`src/rtl/smi_pkg.sv`:
```
package smi_pkg;
    localparam int REG_W      = 32;
    localparam int ADDR_W     = 8;
    localparam logic [ADDR_W-1:0] OFF_CFG = 8'h24;
    localparam logic [ADDR_W-1:0] OFF_EN  = 8'h30;
    localparam logic [ADDR_W-1:0] OFF_STS = 8'h34;
    localparam logic [ADDR_W-1:0] OFF_CNT = 8'h38;
    localparam int LOCK_BIT   = 4;
    localparam int GBL_BIT    = 0;
endpackage

```
`src/rtl/smi_cfg_regs.sv`:
```
module smi_cfg_regs
    import smi_pkg::*;
#(
    parameter int NUM_SRC = 6
) (
    input  logic               clk,
    input  logic               rst_n,
    input  logic               wr_cfg,
    input  logic               wr_en,
    input  logic [REG_W-1:0]   wdata,
    output logic               lock_o,
    output logic               gbl_o,
    output logic [NUM_SRC-1:0] src_en_o
);
    typedef struct packed {
        logic               lock;
        logic               gbl;
        logic [NUM_SRC-1:0] src_en;
    } cfg_t;

    cfg_t cfg_d, cfg_q;

    always_comb begin
        cfg_d = cfg_q;
        if (wr_cfg && wdata[LOCK_BIT]) begin
            cfg_d.lock = 1'b1;
        end
        if (wr_en) begin
            if (!cfg_q.lock) begin
                cfg_d.gbl = wdata[GBL_BIT];
            end
            cfg_d.src_en[0] = cfg_q.src_en[0] | wdata[1];
            cfg_d.src_en[NUM_SRC-1:1] = wdata[NUM_SRC:2];
        end
    end

    always_ff @(posedge clk or negedge rst_n) begin
        if (!rst_n) begin
            cfg_q <= '0;
        end else begin
            cfg_q <= cfg_d;
        end
    end

    assign lock_o   = cfg_q.lock;
    assign gbl_o    = cfg_q.gbl;
    assign src_en_o = cfg_q.src_en;

    // lock only ever sets
    a_r2_lock_sticky: assert property (@(posedge clk) disable iff (!rst_n)
        cfg_q.lock |=> cfg_q.lock);
    // frozen global enable
    a_r3_gbl_frozen: assert property (@(posedge clk) disable iff (!rst_n)
        cfg_q.lock |=> $stable(cfg_q.gbl));
    // source 0 enable is set-only
    a_r5_src0_sticky: assert property (@(posedge clk) disable iff (!rst_n)
        cfg_q.src_en[0] |=> cfg_q.src_en[0]);
endmodule

```
`src/rtl/smi_event_core.sv`:
```
module smi_event_core
    import smi_pkg::*;
#(
    parameter int NUM_SRC = 6,
    parameter int CNT_W   = 32
) (
    input  logic               clk,
    input  logic               rst_n,
    input  logic [NUM_SRC-1:0] evt,
    input  logic               wr_sts,
    input  logic [REG_W-1:0]   wdata,
    input  logic               gbl,
    input  logic [NUM_SRC-1:0] src_en,
    output logic [NUM_SRC-1:0] status_o,
    output logic [CNT_W-1:0]   count_o,
    output logic               smi_o
);
    typedef struct packed {
        logic [NUM_SRC-1:0] status;
        logic               served;
        logic               smi;
        logic [CNT_W-1:0]   count;
    } core_t;

    core_t core_d, core_q;
    logic [NUM_SRC-1:0] clr_mask;
    logic               pending;
    logic               fire;

    always_comb begin
        clr_mask = wr_sts ? wdata[NUM_SRC-1:0] : '0;
        pending  = gbl && |(core_q.status & src_en);
        fire     = pending && !core_q.served;
        core_d        = core_q;
        core_d.status = (core_q.status & ~clr_mask) | evt;
        core_d.served = pending;
        core_d.smi    = fire;
        core_d.count  = core_q.count + CNT_W'(fire);
    end

    always_ff @(posedge clk or negedge rst_n) begin
        if (!rst_n) begin
            core_q <= '0;
        end else begin
            core_q <= core_d;
        end
    end

    assign status_o = core_q.status;
    assign count_o  = core_q.count;
    assign smi_o    = core_q.smi;

    // pulse lasts one cycle
    a_r7_single_cycle: assert property (@(posedge clk) disable iff (!rst_n)
        core_q.smi |=> !core_q.smi);
    // global enable gates output
    a_r4_gated_off: assert property (@(posedge clk) disable iff (!rst_n)
        !gbl |=> !core_q.smi);
    // an event always lands in status
    a_r6_event_sets: assert property (@(posedge clk) disable iff (!rst_n)
        (|evt) |=> ((core_q.status & $past(evt)) == $past(evt)));
    // count steps with each pulse and holds otherwise
    a_r8_count_step: assert property (@(posedge clk) disable iff (!rst_n)
        core_q.smi |-> (core_q.count == $past(core_q.count) + 1'b1));
    a_r8_count_hold: assert property (@(posedge clk) disable iff (!rst_n)
        !core_q.smi |-> $stable(core_q.count));
endmodule

```
`src/rtl/smi_lockdown_top.sv`:
```
module smi_lockdown_top
    import smi_pkg::*;
#(
    parameter int NUM_SRC = 6,
    parameter int CNT_W   = 32
) (
    input  logic               clk,
    input  logic               rst_n,
    input  logic               reg_wr,
    input  logic [ADDR_W-1:0]  reg_addr,
    input  logic [REG_W-1:0]   reg_wdata,
    output logic [REG_W-1:0]   reg_rdata,
    input  logic [NUM_SRC-1:0] evt_in,
    output logic               smi_o
);
    logic               wr_cfg, wr_en, wr_sts;
    logic               lock, gbl;
    logic [NUM_SRC-1:0] src_en, status;
    logic [CNT_W-1:0]   count;

    always_comb begin
        wr_cfg = reg_wr && (reg_addr == OFF_CFG);
        wr_en  = reg_wr && (reg_addr == OFF_EN);
        wr_sts = reg_wr && (reg_addr == OFF_STS);
    end

    smi_cfg_regs #(.NUM_SRC(NUM_SRC)) u_cfg (
        .clk      (clk),
        .rst_n    (rst_n),
        .wr_cfg   (wr_cfg),
        .wr_en    (wr_en),
        .wdata    (reg_wdata),
        .lock_o   (lock),
        .gbl_o    (gbl),
        .src_en_o (src_en)
    );

    smi_event_core #(.NUM_SRC(NUM_SRC), .CNT_W(CNT_W)) u_core (
        .clk      (clk),
        .rst_n    (rst_n),
        .evt      (evt_in),
        .wr_sts   (wr_sts),
        .wdata    (reg_wdata),
        .gbl      (gbl),
        .src_en   (src_en),
        .status_o (status),
        .count_o  (count),
        .smi_o    (smi_o)
    );

    always_comb begin
        reg_rdata = '0;
        unique case (reg_addr)
            OFF_CFG: reg_rdata[LOCK_BIT] = lock;
            OFF_EN: begin
                reg_rdata[GBL_BIT]     = gbl;
                reg_rdata[NUM_SRC:1]   = src_en;
            end
            OFF_STS: reg_rdata[NUM_SRC-1:0] = status;
            OFF_CNT: reg_rdata[CNT_W-1:0]   = count;
            default: reg_rdata = '0;
        endcase
    end
endmodule

```
`config.mk`:
```
export PLATFORM = sky130hd
export DESIGN_NAME = smi_lockdown_top
export DESIGN_NICKNAME = d
export VERILOG_FILES = /design/src/rtl/smi_pkg.sv /design/src/rtl/smi_cfg_regs.sv /design/src/rtl/smi_event_core.sv /design/src/rtl/smi_lockdown_top.sv
export SDC_FILE = /design/constraint.sdc
export NUM_CORES = 1
export LEC_CHECK = 0
export CELL_PAD_IN_SITES_DETAIL_PLACEMENT = 0
export CELL_PAD_IN_SITES_GLOBAL_PLACEMENT = 1
export CORE_MARGIN = 2
export CORE_UTILIZATION = 37
export DETAILED_ROUTE_END_ITERATION = 8
export PLACE_DENSITY_LB_ADDON = 0.2
export RECOVER_POWER = 100
export REMOVE_ABC_BUFFERS = 1
export SETUP_SLACK_MARGIN = 0.5
export SLEW_MARGIN = 5
export SYNTH_ARGS = -nofsm -noshare
export SYNTH_HDL_FRONTEND = slang
export SYNTH_HIERARCHICAL = 1
export SYNTH_SLANG_ARGS = --single-unit
```
`constraint.sdc`:
```
create_clock -name clk -period 2.7 [get_ports clk]
set_input_delay 0.27 -clock clk [delete_from_list [all_inputs] [get_ports clk]]
set_output_delay 0.27 -clock clk [all_outputs]
set_load 0.01 [all_outputs]
```
# Yosys cells after proc, flatten, opt, wreduce, memory -nomap -nowiden
# Index checks and enable logic that the tools add are counted.
[classes]
n_mux = 6
n_addsub = 1
reduce_logical = 9
n_eq_ne = 4
bitwise = 6
[op_table]
columns = ["cell", "count"]
rows = [
  ["32-bit by 1-bit adder with 32-bit output", 1],
  ["8-bit by 6-bit equality test with 1-bit output, second input constant", 4],
  ["25-bit 2-to-1 mux", 1],
  ["6-bit bitwise AND", 2],
  ["4-bit one-hot mux with 3 select lines", 1],
  ["1-bit logical AND", 6],
  ["6-bit 2-to-1 mux", 1],
  ["6-bit inverter", 1],
  ["6-bit OR", 1],
  ["6-bit OR reduction", 1],
  ["1-bit one-hot mux with 4 select lines", 1],
  ["1-bit one-hot mux with 3 select lines", 1],
  ["1-bit one-hot mux with 2 select lines", 1],
  ["2-bit AND reduction", 1],
  ["1-bit logical NOT", 1],
  ["1-bit inverter", 1],
  ["1-bit OR", 1],
]
[word_totals]
out_inout_bits = 33
register_bits = 48
wordCells = 33
input_bits = 49

# Depth between registers and ports, before layout
# Gate-level depths: netlist of the first run.
[logic_depth]
ltp_word = 6
depth_mapped = 9
mapped_depth_nobuf = 9

# By module
# The synthesis of the first run kept the hierarchy.
[by_module_without_submodules]
columns = ["mod", "area_each_um2", "seq_area_each_um2", "cells_per_inst", "n_inst"]
rows = [
  ["smi_event_core", 2057.0, 1001.0, 186, 1],
  ["smi_lockdown_top", 483.0, 0.0, 62, 1],
  ["smi_cfg_regs", 311.5, 200.2, 18, 1],
]

# Worst setup path before layout of the first run
# OpenSTA, ideal clock, no wires.
[synth_path]
kind = "reg2reg"
startpoint = "register u_core.core_q, in the netlist u_core/status_o[4]"
endpoint = "register u_core.core_q, in the netlist u_core/count_o[26]"
path_stages_with_launch = 10
path_buffers = 0
slack_ps = 604
synth_period_minus_slack_ps = 2096
t_arrival_ps = 1973
path_cell_list = "dfrtp_1 -> a22oi_1 -> a31oi_1 -> nor2b_1 -> ha_1 -> ha_1 -> nand4_2 -> nor3_4 -> nand4b_1 -> xnor2_1"
[synth_lines]
columns = ["element", "line_no", "text"]
rows = [
  ["start: declaration", "smi_event_core.sv:25", "core_t core_d, core_q;"],
  ["start signal: assignment", "smi_event_core.sv:45", "core_q <= core_d;"],
]

# Worst setup path after layout of the first run
[layout_path]
startpoint = "input reg_addr[2]"
endpoint = "output reg_rdata[23]"
[layout_between]
elab_chain_cells = 2
[layout_rtl]
columns = ["element", "line_no", "text"]
rows = [
  ["start: declaration", "smi_lockdown_top.sv:10", "input logic [ADDR_W-1:0] reg_addr,"],
  ["8-bit by 6-bit equality test with 1-bit output", "smi_lockdown_top.sv:53", "unique case (reg_addr)"],
  ["25-bit 2-to-1 mux", "smi_lockdown_top.sv:53", ""],
  ["end: declaration", "smi_lockdown_top.sv:12", "output logic [REG_W-1:0] reg_rdata,"],
]
# Every way passes these cells.

==> impl_metrics.py, run 1 <==
metrics = {
    "job": {
        "maxCapViolCount": 0,
    },
    "critical_path": {
        "r2r_slack_ps": 420,
        "worst_r2r_startpoint": "u_core/status_o[5]$_DFF_PN0_",
        "ff2ff_path_depth": 10,
        "endpoint_arrival_time_on_the_critical_path_ps": 2160,
        "crit_required_ps": 2430,
        "r2r_end": "u_core/count_o[16]$_DFF_PN0_",
        "cp_launch_type": "input pin",
        "timing.critical_path.fanout_max": 25,
        "end_kind": "output port",
        "timing.setup.critical_path_class": "input pin to output port",
    },
    "final_layout": {
        "leading_cell_type_in_the_layout_fill_and_taps_excluded": "sky130_fd_sc_hd__dfrtp_1",
        "areaGrowthSynthToFinish_pct": 18.3,
        "layout.cell_area.non_filler_um2": 3370,
        "antennaDiodeCount": 0,
        "fillCellCount": 764,
        "final_net_count": 351,
        "final_cell_mix": "sky130_fd_sc_hd__dfrtp_1 (48), sky130_fd_sc_hd__dlygate4sd3_1 (26), sky130_fd_sc_hd__xnor2_1 (23), sky130_fd_sc_hd__and2_2 (19), sky130_fd_sc_hd__clkdlybuf4s50_1 (19)",
        "layout-drive-gt1-share": 0.183,
        "share_of_the_core_filled_with_cells_in_the_final_layout": 0.444,
    },
    "worst_hold_path": {
        "min_path_type": "flip-flop to flip-flop",
        "hold_start": "u_core/core_q[33]$_DFF_PN0_",
        "hold_depth": 1,
        "whs_endpoint": "u_core/smi_o$_DFF_PN0_",
    },
    "clock_network": {
        "clk_transition_reported_paths_ps": 80,
        "cts-buffers-inserted": 5,
        "clock_insertion_delay_worst_skew_ps": 300,
        "number_of_sinks_handled_by_clock_tree_synthesis": 48,
        "ctsRootBufferMaster": "sky130_fd_sc_hd__clkbuf_8",
        "cts.htree.levels": 2,
        "max-clock-path-buffers": 2,
        "cts_tree": "yes",
    },
    "detailed_routing": {
        "drt-total-wl_mm": 5.59,
        "drcViolationCount": 0,
        "routed_via_density": 4.74,
        "drt_first_iter_violations": 43,
        "post_drt_wl_per_cell_um": 13.9,
        "vias": 1906,
        "drt_pre_antenna_iters": 4,
        "ant_nets": 0,
    },
    "logic_synthesis": {
        "post_synth_instance_area_um2": 2850,
        "synth-edff-count": 0,
        "synth_async_reset_ratio": 1.00,
        "yosys_most_used_dff": "sky130_fd_sc_hd__dfrtp_1",
        "synth.lib_cells_used.distinct": 37,
        "synth.ff_latch_count": 48,
        "synth_cells": 266,
        "post_synth.cell_area_avg_um2": 10.7,
        "synth_seq_area_share": 0.421,
        "yosys_warnings": 6,
        "synth_top_cells_by_area": "sky130_fd_sc_hd__dfrtp_1 (42%), sky130_fd_sc_hd__buf_4 (10%), sky130_fd_sc_hd__xnor2_1 (7.1%)",
        "leading_area_contributor_after_synthesis": "sky130_fd_sc_hd__dfrtp_1",
        "netlist.area_leader.share": 0.421,
    },
    "sta": {
        "report.final.setup_viol": 0,
        "final-max-slew-violation-count": 0,
        "hold_violations": 0,
        "layout_worst_path_cycle_share": 0.899,
        "rsz0062_at_grt": "true",
        "slew_worst_pin_ps": 1260,
        "max-slew-margin-rel": 0.158,
        "final.setup_skew_ps": 8.11,
        "fmaxAchievable_ghz": 0.412,
        "finalHoldWorstSlack_ps": 448,
        "setup-tns-final_ps": 0,
        "min_period_ps": 2430,
    },
    "floorplan": {
        "fp.coreArea_um2": 7610,
        "die-width_um": 91.8,
        "die-area_um2": 8420,
        "floorplan.die.height_um": 91.8,
        "io_pins": 82,
        "rows": 32,
        "start_util": 0.375,
    },
    "power": {
        "power_density_nw_per_um2": 369,
        "switchingPower_uw": 286,
        "power.share.sequential": 0.598,
        "clock_power_share": 0.327,
        "internal_power_uw": 960,
        "comb_power_share": 0.076,
        "irDropWorstVdd_v": 0.000188,
        "power_leakage_uw": 0.00153,
        "power_switching_share": 0.229,
    },
    "placement": {
        "placed_cell_area_um2": 3250,
        "routabilityCongestion": 0.743,
        "io_buffers": 56,
        "place.detailed.hpwl_mm": 3.96,
    },
    "grt": {
        "grtUsageTotal": 0.136,
        "vias_in_the_first_global_route": 1907,
        "grt_max_degree": 27,
        "global_route.overflow_total": 0,
        "number_of_antenna_violations_at_the_first_check_in_global_routing": 0,
        "global_route_wire_length_before_repair_mm": 9.33,
    },
    "status": {
        "status": "completed",
    },
}
-- synth_stat cells (2+ instances only) --
library cell,count
sky130_fd_sc_hd__buf_4,38
sky130_fd_sc_hd__ha_1,2
sky130_fd_sc_hd__nand3_1,13
sky130_fd_sc_hd__mux2_1,2
sky130_fd_sc_hd__nor2b_1,2
sky130_fd_sc_hd__xnor2_1,23
sky130_fd_sc_hd__xor2_1,7
sky130_fd_sc_hd__buf_2,3
sky130_fd_sc_hd__nand4_1,10
sky130_fd_sc_hd__a21o_1,8
sky130_fd_sc_hd__and2_1,10
sky130_fd_sc_hd__mux2_2,10
sky130_fd_sc_hd__nand2_1,15
sky130_fd_sc_hd__and2_2,19
sky130_fd_sc_hd__a22oi_1,8
sky130_fd_sc_hd__and4_1,4
sky130_fd_sc_hd__nor3_4,3
sky130_fd_sc_hd__nor2_1,13
sky130_fd_sc_hd__buf_6,4
sky130_fd_sc_hd__nand4b_1,3
sky130_fd_sc_hd__inv_1,2
sky130_fd_sc_hd__dfrtp_1,48
sky130_fd_sc_hd__and3_1,5
-- state kept, by name (all words and copies together), names as in the netlist --
register / flops
u_core/count_o: 32
u_cfg/src_en_o: 6
u_core/status_o: 6
u_cfg/gbl_o: 1
u_cfg/lock_o: 1
u_core/core_q: 1
u_core/smi_o: 1
-- routing by layer --
layer	routed length, µm	part of all wire	track usage
met1	2690	0.48	0.183
met2	2580	0.46	0.226
met3	260	0.047	0.0320
met4	55	0.0098	0.0299
met5	0	0	0
-- logic make-up (layout without fill, tap and decap cells) --
kind of cell / after synthesis / after routing / synth area share
flops: 48 / 48 / 0.421
fa+ha+maj: 2 / 2 / 0.00877
mux: 14 / 14 / 0.0562
xor+xnor: 30 / 30 / 0.0921
buf+inv: 48 / 82 / 0.125
simple gates: 106 / 106 / 0.249
compound gates: 18 / 18 / 0.0474
-- how the worst max path moves through the flow --
stage / start / end / slack (ps) / cells past startpoint
2_1_floorplan: reg_addr[6] / u_cfg/gbl_o$_DFFE_PN0P_ / 480 / 5
3_3_place_gp: reg_addr[3] / reg_rdata[0] / 220 / 5
3_5_place_dp: reg_addr[4] / reg_rdata[23] / 240 / 6
4_1_cts: reg_addr[5] / reg_rdata[23] / 370 / 6
5_1_grt: reg_addr[2] / reg_rdata[22] / 180 / 6
6_report: reg_addr[2] / reg_rdata[23] / 270 / 6
-- metrics by stage --
| step | instances | total power, µW | worst slack (ps) |
|---|---|---|---|
| floorplan | 220 | 783 | 485 |
| global placement | 385 | 852 | 218 |
| detailed placement | 385 | 853 | 236 |
| CTS | 396 | 1270 | 365 |
| global route | 402 | 1300 | 181 |
| finish | 402 | 1250 | 272 |
-- critical path, cell delays in order --
cell,delay (ps)
sky130_fd_sc_hd__dlygate4sd3_1,580
sky130_fd_sc_hd__nor3_4,150
sky130_fd_sc_hd__nor3b_4,240
sky130_fd_sc_hd__buf_12,170
sky130_fd_sc_hd__and2_2,140
sky130_fd_sc_hd__dlygate4sd3_1,600
-- cell type report --
cell class | instances | area, µm² | area share
Inverter | 2 | 7.51 | 0.00222
Sequential cell | 48 | 1200 | 0.356
Clock buffer | 6 | 72.6 | 0.0215
Tap cell | 102 | 128 | 0.0378
Multi-Input combinational cell | 170 | 1290 | 0.382
Timing Repair Buffer | 73 | 673 | 0.199
Clock inverter | 1 | 5.00 | 0.00148
-- what timing repair did --
item	CTS	global route
setup buffers	3	5
setup endpoints to repair	54	51
hold buffers	1	0
gates cloned	0	1
resized for setup	16	6
endpoints found under the hold margin	22	0
pin swaps	3	3
-- power by group through the flow --
stage	clock (µW)	sequential [µW]	combinational, µW
after floorplan	0	753	29.6
after global placement	0	756	95.9
after detailed placement	0	757	96.2
after CTS	425	746	100
after global routing	447	747	105
final	407	744	94.4
Power figures use the tool's default switching activity.
==> run 2: changes to the inputs <==
--- a/config.mk
+++ b/config.mk
@@ -10,6 +10,7 @@
 export CORE_MARGIN = 2
 export CORE_UTILIZATION = 37
 export DETAILED_ROUTE_END_ITERATION = 8
+export HOLD_SLACK_MARGIN = 0.05
 export PLACE_DENSITY_LB_ADDON = 0.2
 export RECOVER_POWER = 100
 export REMOVE_ABC_BUFFERS = 1
==> constraint.sdc (replaced) <==
create_clock -name clk -period 2.7 [get_ports clk]
set_input_delay 0.54 -clock clk [delete_from_list [all_inputs] [get_ports clk]]
set_output_delay 0.54 -clock clk [all_outputs]
set_load 0.01 [all_outputs]
==> run 2 against run 1 <==
Highest routed layer unchanged. Sequential share of layout area shrank 2.7 points. Critical path depth grew 2. Global-route usage grew 0.56 points. Hold slack lost 13 ps. Setup slack lost 42 ps. Sequential power is essentially flat. Critical path type unchanged. Flip-flop and latch count is the same. Die area is the same. Register-to-register slack lost 30 ps. Largest power group unchanged. Design area grew 8.3%. Count of clock-buffer cells in the layout grew 1. Via count grew 4.6%.
==> impl_metrics.py, run 2 (synthesis gave the netlist of run 1 again) <==
metrics = {
    "clock_network": {
        "number_of_sinks_handled_by_clock_tree_synthesis": 48,
        "ctsRootBufferMaster": "sky130_fd_sc_hd__clkbuf_8",
        "cts.htree.levels": 2,
        "clk_transition_reported_paths_ps": 90,
        "max-clock-path-buffers": 2,
        "cts_tree": "yes",
        "cts-buffers-inserted": 5,
        "clock_insertion_delay_worst_skew_ps": 300,
    },
    "worst_hold_path": {
        "min_path_type": "flip-flop to flip-flop",
        "hold_depth": 1,
    },
    "power": {
        "irDropWorstVdd_v": 0.000154,
        "total_power_uw": 1300,
        "power_leakage_uw": 0.00162,
        "power_density_nw_per_um2": 355,
    },
    "placement": {
        "routabilityCongestion": 0.725,
        "io_buffers": 56,
        "place.detailed.hpwl_mm": 3.90,
    },
    "grt": {
        "globalRouteMet3Util": 0.0288,
        "grtUsageTotal": 0.142,
        "grt_max_degree": 49,
        "groute.layer.met1.usage": 0.191,
        "number_of_antenna_violations_at_the_first_check_in_global_routing": 0,
        "most_crowded_layer_gr": "met2",
        "vias_in_the_first_global_route": 1903,
        "grt_util_met2": 0.232,
        "global_route_wire_length_before_repair_mm": 9.54,
        "global_route.overflow_total": 0,
    },
    "critical_path": {
        "timing.setup.critical_path_class": "input pin to output port",
        "end_kind": "output port",
        "cp_most_frequent_cell": "sky130_fd_sc_hd__clkbuf_1",
        "cp_num_buf_inv": 5,
        "critical_path.top_delay_family": "buffers and inverters",
        "cp_launch_type": "input pin",
        "timing.critical_path.fanout_max": 6,
        "cp_cell_sequence": "buf_4 -> clkbuf_1 -> nor4b_1 -> clkbuf_1 -> clkbuf_1 -> a22oi_1 -> nor2_1 -> clkbuf_1",
        "crit_path_max_incr_delay_ps": 280,
        "crit_required_ps": 2160,
        "ff2ff_path_depth": 10,
        "worst-path-stages": 8,
        "crit_path_top_delay_cell": "sky130_fd_sc_hd__clkbuf_1",
        "endpoint_arrival_time_on_the_critical_path_ps": 1930,
    },
    "detailed_routing": {
        "drt_first_iter_violations": 59,
        "routed_via_density": 4.74,
        "drt-total-wl_mm": 5.85,
        "vias": 1994,
        "post_drt_wl_per_cell_um": 13.9,
        "ant_nets": 0,
        "drt_pre_antenna_iters": 4,
        "drcViolationCount": 0,
    },
    "floorplan": {
        "start_util": 0.375,
        "die-area_um2": 8420,
        "rows": 32,
        "fp.coreArea_um2": 7610,
        "die-width_um": 91.8,
        "floorplan.die.height_um": 91.8,
        "io_pins": 82,
    },
    "sta": {
        "min_period_ps": 2470,
        "fmaxAchievable_ghz": 0.405,
        "rsz0062_at_grt": "true",
        "slew_worst_pin_ps": 1210,
        "hold_violations": 0,
        "final.setup_skew_ps": 6.30,
        "final-max-slew-violation-count": 0,
        "layout_worst_path_cycle_share": 0.915,
        "report.final.setup_viol": 0,
        "max-slew-margin-rel": 0.192,
        "finalHoldWorstSlack_ps": 436,
    },
    "final_layout": {
        "final_cell_mix": "sky130_fd_sc_hd__dfrtp_1 (48), sky130_fd_sc_hd__buf_6 (33), sky130_fd_sc_hd__and2_4 (23), sky130_fd_sc_hd__xnor2_1 (23), sky130_fd_sc_hd__nand2_1 (15)",
        "antennaDiodeCount": 0,
        "flip_flop_count_of_the_largest_register_all_copies_and_words_added": 32,
        "areaGrowthSynthToFinish_pct": 28.2,
        "share_of_the_core_filled_with_cells_in_the_final_layout": 0.480,
        "fillCellCount": 726,
        "layout-drive-gt1-share": 0.354,
        "final_net_count": 369,
        "leading_cell_type_in_the_layout_fill_and_taps_excluded": "sky130_fd_sc_hd__dfrtp_1",
    },
    "status": {
        "status": "completed",
    },
    "job": {
        "maxCapViolCount": 0,
    },
}
-- run 2: worst paths after layout --
kind | to | slack (ps) | start
min in group asynchronous | u_core/count_o[13]$_DFF_PN0_ | 570 | rst_n
setup reg to reg | u_core/count_o[22]$_DFF_PN0_ | 390 | u_core/status_o[3]$_DFF_PN0_
hold / removal | u_core/smi_o$_DFF_PN0_ | 440 | u_core/core_q[33]$_DFF_PN0_
hold reg to reg | u_core/smi_o$_DFF_PN0_ | 440 | u_core/core_q[33]$_DFF_PN0_
setup / recovery | reg_rdata[5] | 230 | reg_addr[3]
max in group asynchronous | u_core/count_o[26]$_DFF_PN0_ | 1400 | rst_n
-- run 2: per-stage QoR --
step           instance area [µm²]  TNS [ps]  std cells  setup WS [ps]
2_1_floorplan                 2500         0        220            215
3_3_place_gp                  3310     -6760        392           -223
3_5_place_dp                  3310     -7080        392           -253
4_1_cts                       3660         0        413            376
5_1_grt                       3650         0        421            164
6_report                      3650         0        421            230
-- run 2: worst register-to-register path, stage by stage (launching register included) --
cell and delay, ps:
sky130_fd_sc_hd__dfrtp_1 400, sky130_fd_sc_hd__a22oi_1 120, sky130_fd_sc_hd__a31oi_2 200, sky130_fd_sc_hd__nor2b_1 260, sky130_fd_sc_hd__ha_4 170, sky130_fd_sc_hd__ha_1 230
sky130_fd_sc_hd__nand4_1 200, sky130_fd_sc_hd__nor3_4 210, sky130_fd_sc_hd__buf_6 160, sky130_fd_sc_hd__nand4_1 110, sky130_fd_sc_hd__xnor2_1 140
-- run 2: area by class of cell --
| cell class | instances | area, µm² | area share |
|---|---|---|---|
| multi-input combinational | 170 | 1320 | 0.362 |
| clock buffer | 7 | 86.3 | 0.0236 |
| inverter | 2 | 7.51 | 0.00205 |
| clock inverter | 1 | 7.51 | 0.00205 |
| tap | 102 | 128 | 0.0349 |
| timing repair buffer | 91 | 902 | 0.247 |
| sequential | 48 | 1200 | 0.329 |
-- run 2: timing repair --
| item | in CTS | in global routing |
|---|---|---|
| hold buffers | 0 | 0 |
| gates cloned | 3 | 1 |
| resized for setup | 224 | 18 |
| endpoints found under the hold margin | 0 | 0 |
| pin swaps | 10 | 10 |
| setup buffers | 10 | 7 |
| setup endpoints to repair | 60 | 52 |
-- run 2: power breakdown --
part / internal (µW) / total [µW] / switching, µW
sequential: 732 / 745 / 13.6
combinational: 58.3 / 103 / 44.2
clock: 209 / 450 / 241
total: 998 / 1300 / 299
-- run 2: layer usage --
metal	vias to the layer above	share of wire
met5	-	0
met4	0	0.011
met3	6	0.039
met2	48	0.49
met1	963	0.46
li1	977	-
==> run 3: changes to the inputs <==
--- a/config.mk
+++ b/config.mk
@@ -10,6 +10,7 @@
 export CORE_MARGIN = 2
 export CORE_UTILIZATION = 37
 export DETAILED_ROUTE_END_ITERATION = 8
+export GPL_TIMING_DRIVEN = 0
 export HOLD_SLACK_MARGIN = 0.05
 export PLACE_DENSITY_LB_ADDON = 0.2
 export RECOVER_POWER = 100
==> run 3 against run 2 <==
Critical path depth decreased by 1. Clock skew decreased by 2.7 ps. Combinational power is essentially flat. Non-clock buffer count decreased by 3. Count of clock-buffer cells in the layout shrank 1. Setup slack gained 66 ps.
==> impl_metrics.py, run 3 (synthesis gave the netlist of run 1 again) <==
metrics = {
    "clock_network": {
        "cts_tree": "yes",
        "number_of_sinks_handled_by_clock_tree_synthesis": 48,
        "cts.htree.levels": 2,
        "max-clock-path-buffers": 2,
        "clock_insertion_delay_worst_skew_ps": 290,
        "ctsRootBufferMaster": "sky130_fd_sc_hd__clkbuf_8",
        "clk_transition_reported_paths_ps": 90,
        "cts_hold_repair.buffers": 0,
        "cts-buffers-inserted": 5,
    },
    "detailed_routing": {
        "drt-total-wl_mm": 5.98,
        "post_drt_wl_per_cell_um": 14.3,
        "vias": 2015,
        "routed_via_density": 4.82,
        "drt_pre_antenna_iters": 4,
        "drcViolationCount": 0,
        "drt_first_iter_violations": 139,
        "ant_nets": 0,
    },
    "power": {
        "irDropWorstVdd_v": 0.000178,
        "power.share.sequential": 0.593,
        "clock_power_share": 0.326,
        "total_power_uw": 1260,
        "switchingPower_uw": 292,
        "power_density_nw_per_um2": 351,
        "internal_power_uw": 964,
        "power_leakage_uw": 0.00157,
        "power_switching_share": 0.233,
        "comb_power_share": 0.081,
    },
    "final_layout": {
        "areaGrowthSynthToFinish_pct": 25.3,
        "final_cell_mix": "sky130_fd_sc_hd__dfrtp_1 (47), sky130_fd_sc_hd__buf_6 (30), sky130_fd_sc_hd__xnor2_1 (22), sky130_fd_sc_hd__clkbuf_1 (19)",
        "leading_cell_type_in_the_layout_fill_and_taps_excluded": "sky130_fd_sc_hd__dfrtp_1",
        "layout-drive-gt1-share": 0.297,
        "fillCellCount": 734,
        "flip_flop_count_of_the_largest_register_all_copies_and_words_added": 32,
        "final_net_count": 367,
        "layout.cell_area.non_filler_um2": 3570,
        "antennaDiodeCount": 0,
    },
    "critical_path": {
        "cp_launch_type": "input pin",
        "cp_most_frequent_cell": "sky130_fd_sc_hd__clkbuf_1",
        "cp_cell_sequence": "clkbuf_1 -> nor4b_1 -> clkbuf_1 -> clkbuf_1 -> a22oi_1 -> nor2_1 -> clkbuf_1",
        "r2r_end": "u_core/count_o[20]$_DFF_PN0_",
        "crit_path_max_incr_delay_ps": 320,
        "worst_r2r_startpoint": "u_core/status_o[2]$_DFF_PN0_",
        "ff2ff_path_depth": 11,
        "end_kind": "output port",
        "worst_setup_path_startpoint": "reg_addr[0]",
        "endpoint_arrival_time_on_the_critical_path_ps": 1860,
        "crit_path_top_delay_cell": "sky130_fd_sc_hd__nor4b_1",
        "timing.setup.critical_path_class": "input pin to output port",
        "crit_required_ps": 2160,
        "r2r_slack_ps": 390,
        "timing.critical_path.fanout_max": 6,
        "worst_setup_path_endpoint": "reg_rdata[0]",
    },
    "status": {
        "status": "completed",
    },
    "sta": {
        "fmaxAchievable_ghz": 0.416,
        "hold_violations": 0,
        "min_period_ps": 2400,
        "report.final.setup_viol": 0,
        "layout_worst_path_cycle_share": 0.891,
        "rsz0062_at_grt": "true",
        "slew_worst_pin_ps": 1340,
        "final.setup_skew_ps": 3.63,
        "final-max-slew-violation-count": 0,
        "max-slew-margin-rel": 0.105,
        "postLayoutSetupSlackWorst_ps": 295,
    },
    "grt": {
        "vias_in_the_first_global_route": 1987,
        "grtUsageTotal": 0.151,
        "number_of_antenna_violations_at_the_first_check_in_global_routing": 0,
        "global_route_wire_length_before_repair_mm": 10.1,
        "global_route.overflow_total": 0,
        "grt_max_degree": 26,
    },
    "placement": {
        "placed_cell_area_um2": 3200,
        "io_buffers": 56,
        "place.detailed.hpwl_mm": 3.94,
        "dp_slack_ps": -968,
        "routabilityCongestion": 0.729,
    },
    "job": {
        "maxCapViolCount": 0,
    },
    "floorplan": {
        "fp.coreArea_um2": 7610,
        "die-area_um2": 8420,
        "io_pins": 82,
        "start_util": 0.375,
        "rows": 32,
        "die-width_um": 91.8,
        "floorplan.die.height_um": 91.8,
    },
    "worst_hold_path": {
        "min_path_type": "flip-flop to flip-flop",
    },
}
[run 3: area by class of cell]
cell class | instances | area [µm²] | area share
sequential | 48 | 1200 | 0.336
inverter | 2 | 11.3 | 0.00315
clock buffer | 6 | 72.6 | 0.0203
multi-input combinational | 171 | 1350 | 0.379
timing repair buffer | 88 | 802 | 0.224
clock inverter | 1 | 5.00 | 0.00140
tap | 102 | 128 | 0.0357
[run 3: critical path, delay by kind of cell]
family                 cells  cell delay (ps)
buffers and inverters      4              720
and+or+nand+nor            2              460
AOI/OAI and AO/OA          1              150
[run 3: power groups by stage]
stage	logic [µW]	clock network, µW	registers (µW)
floorplan	29.6	0	753
global placement	92.3	0	757
detailed placement	96.6	0	756
CTS	108	429	743
global route	113	454	747
finish	101	409	745
[run 3: how the worst min path moves through the flow]
stage	start	slack [ps]	depth (start not counted)	endpoint
finish	u_core/core_q[33]$_DFF_PN0_	440	1	u_core/smi_o$_DFF_PN0_
global route	u_core/core_q[33]$_DFF_PN0_	460	1	u_core/smi_o$_DFF_PN0_
CTS	rst_n	240	1	u_core/count_o[14]$_DFF_PN0_
detailed placement	u_core/core_q[33]$_DFF_PN0_	400	1	u_core/smi_o$_DFF_PN0_
global placement	u_core/core_q[33]$_DFF_PN0_	410	1	u_core/smi_o$_DFF_PN0_
floorplan	rst_n	240	0	u_cfg/gbl_o$_DFFE_PN0P_
[run 3: metrics by stage]
step	instances	TNS [ps]	util	hold WS, ps
2_1_floorplan	220	0	-	244
3_3_place_gp	378	-48560	0.419	405
3_5_place_dp	379	-30680	0.421	403
4_1_cts	406	0	0.455	245
5_1_grt	418	0	0.470	456
6_report	418	0	0.470	438
[run 3: routing by layer]
metal  share of wire  GRT usage
met1            0.46      0.209
met4          0.0087     0.0361
met5               0          0
met2            0.48      0.242
met3           0.053     0.0345
[run 3: what timing repair did]
action | 4_1_cts | 5_1_grt
setup endpoints to repair | 67 | 51
cloned | 2 | 0
pin swaps | 10 | 15
setup buffers | 18 | 12
endpoints found under the hold margin | 0 | 0
resized for setup | 196 | 48
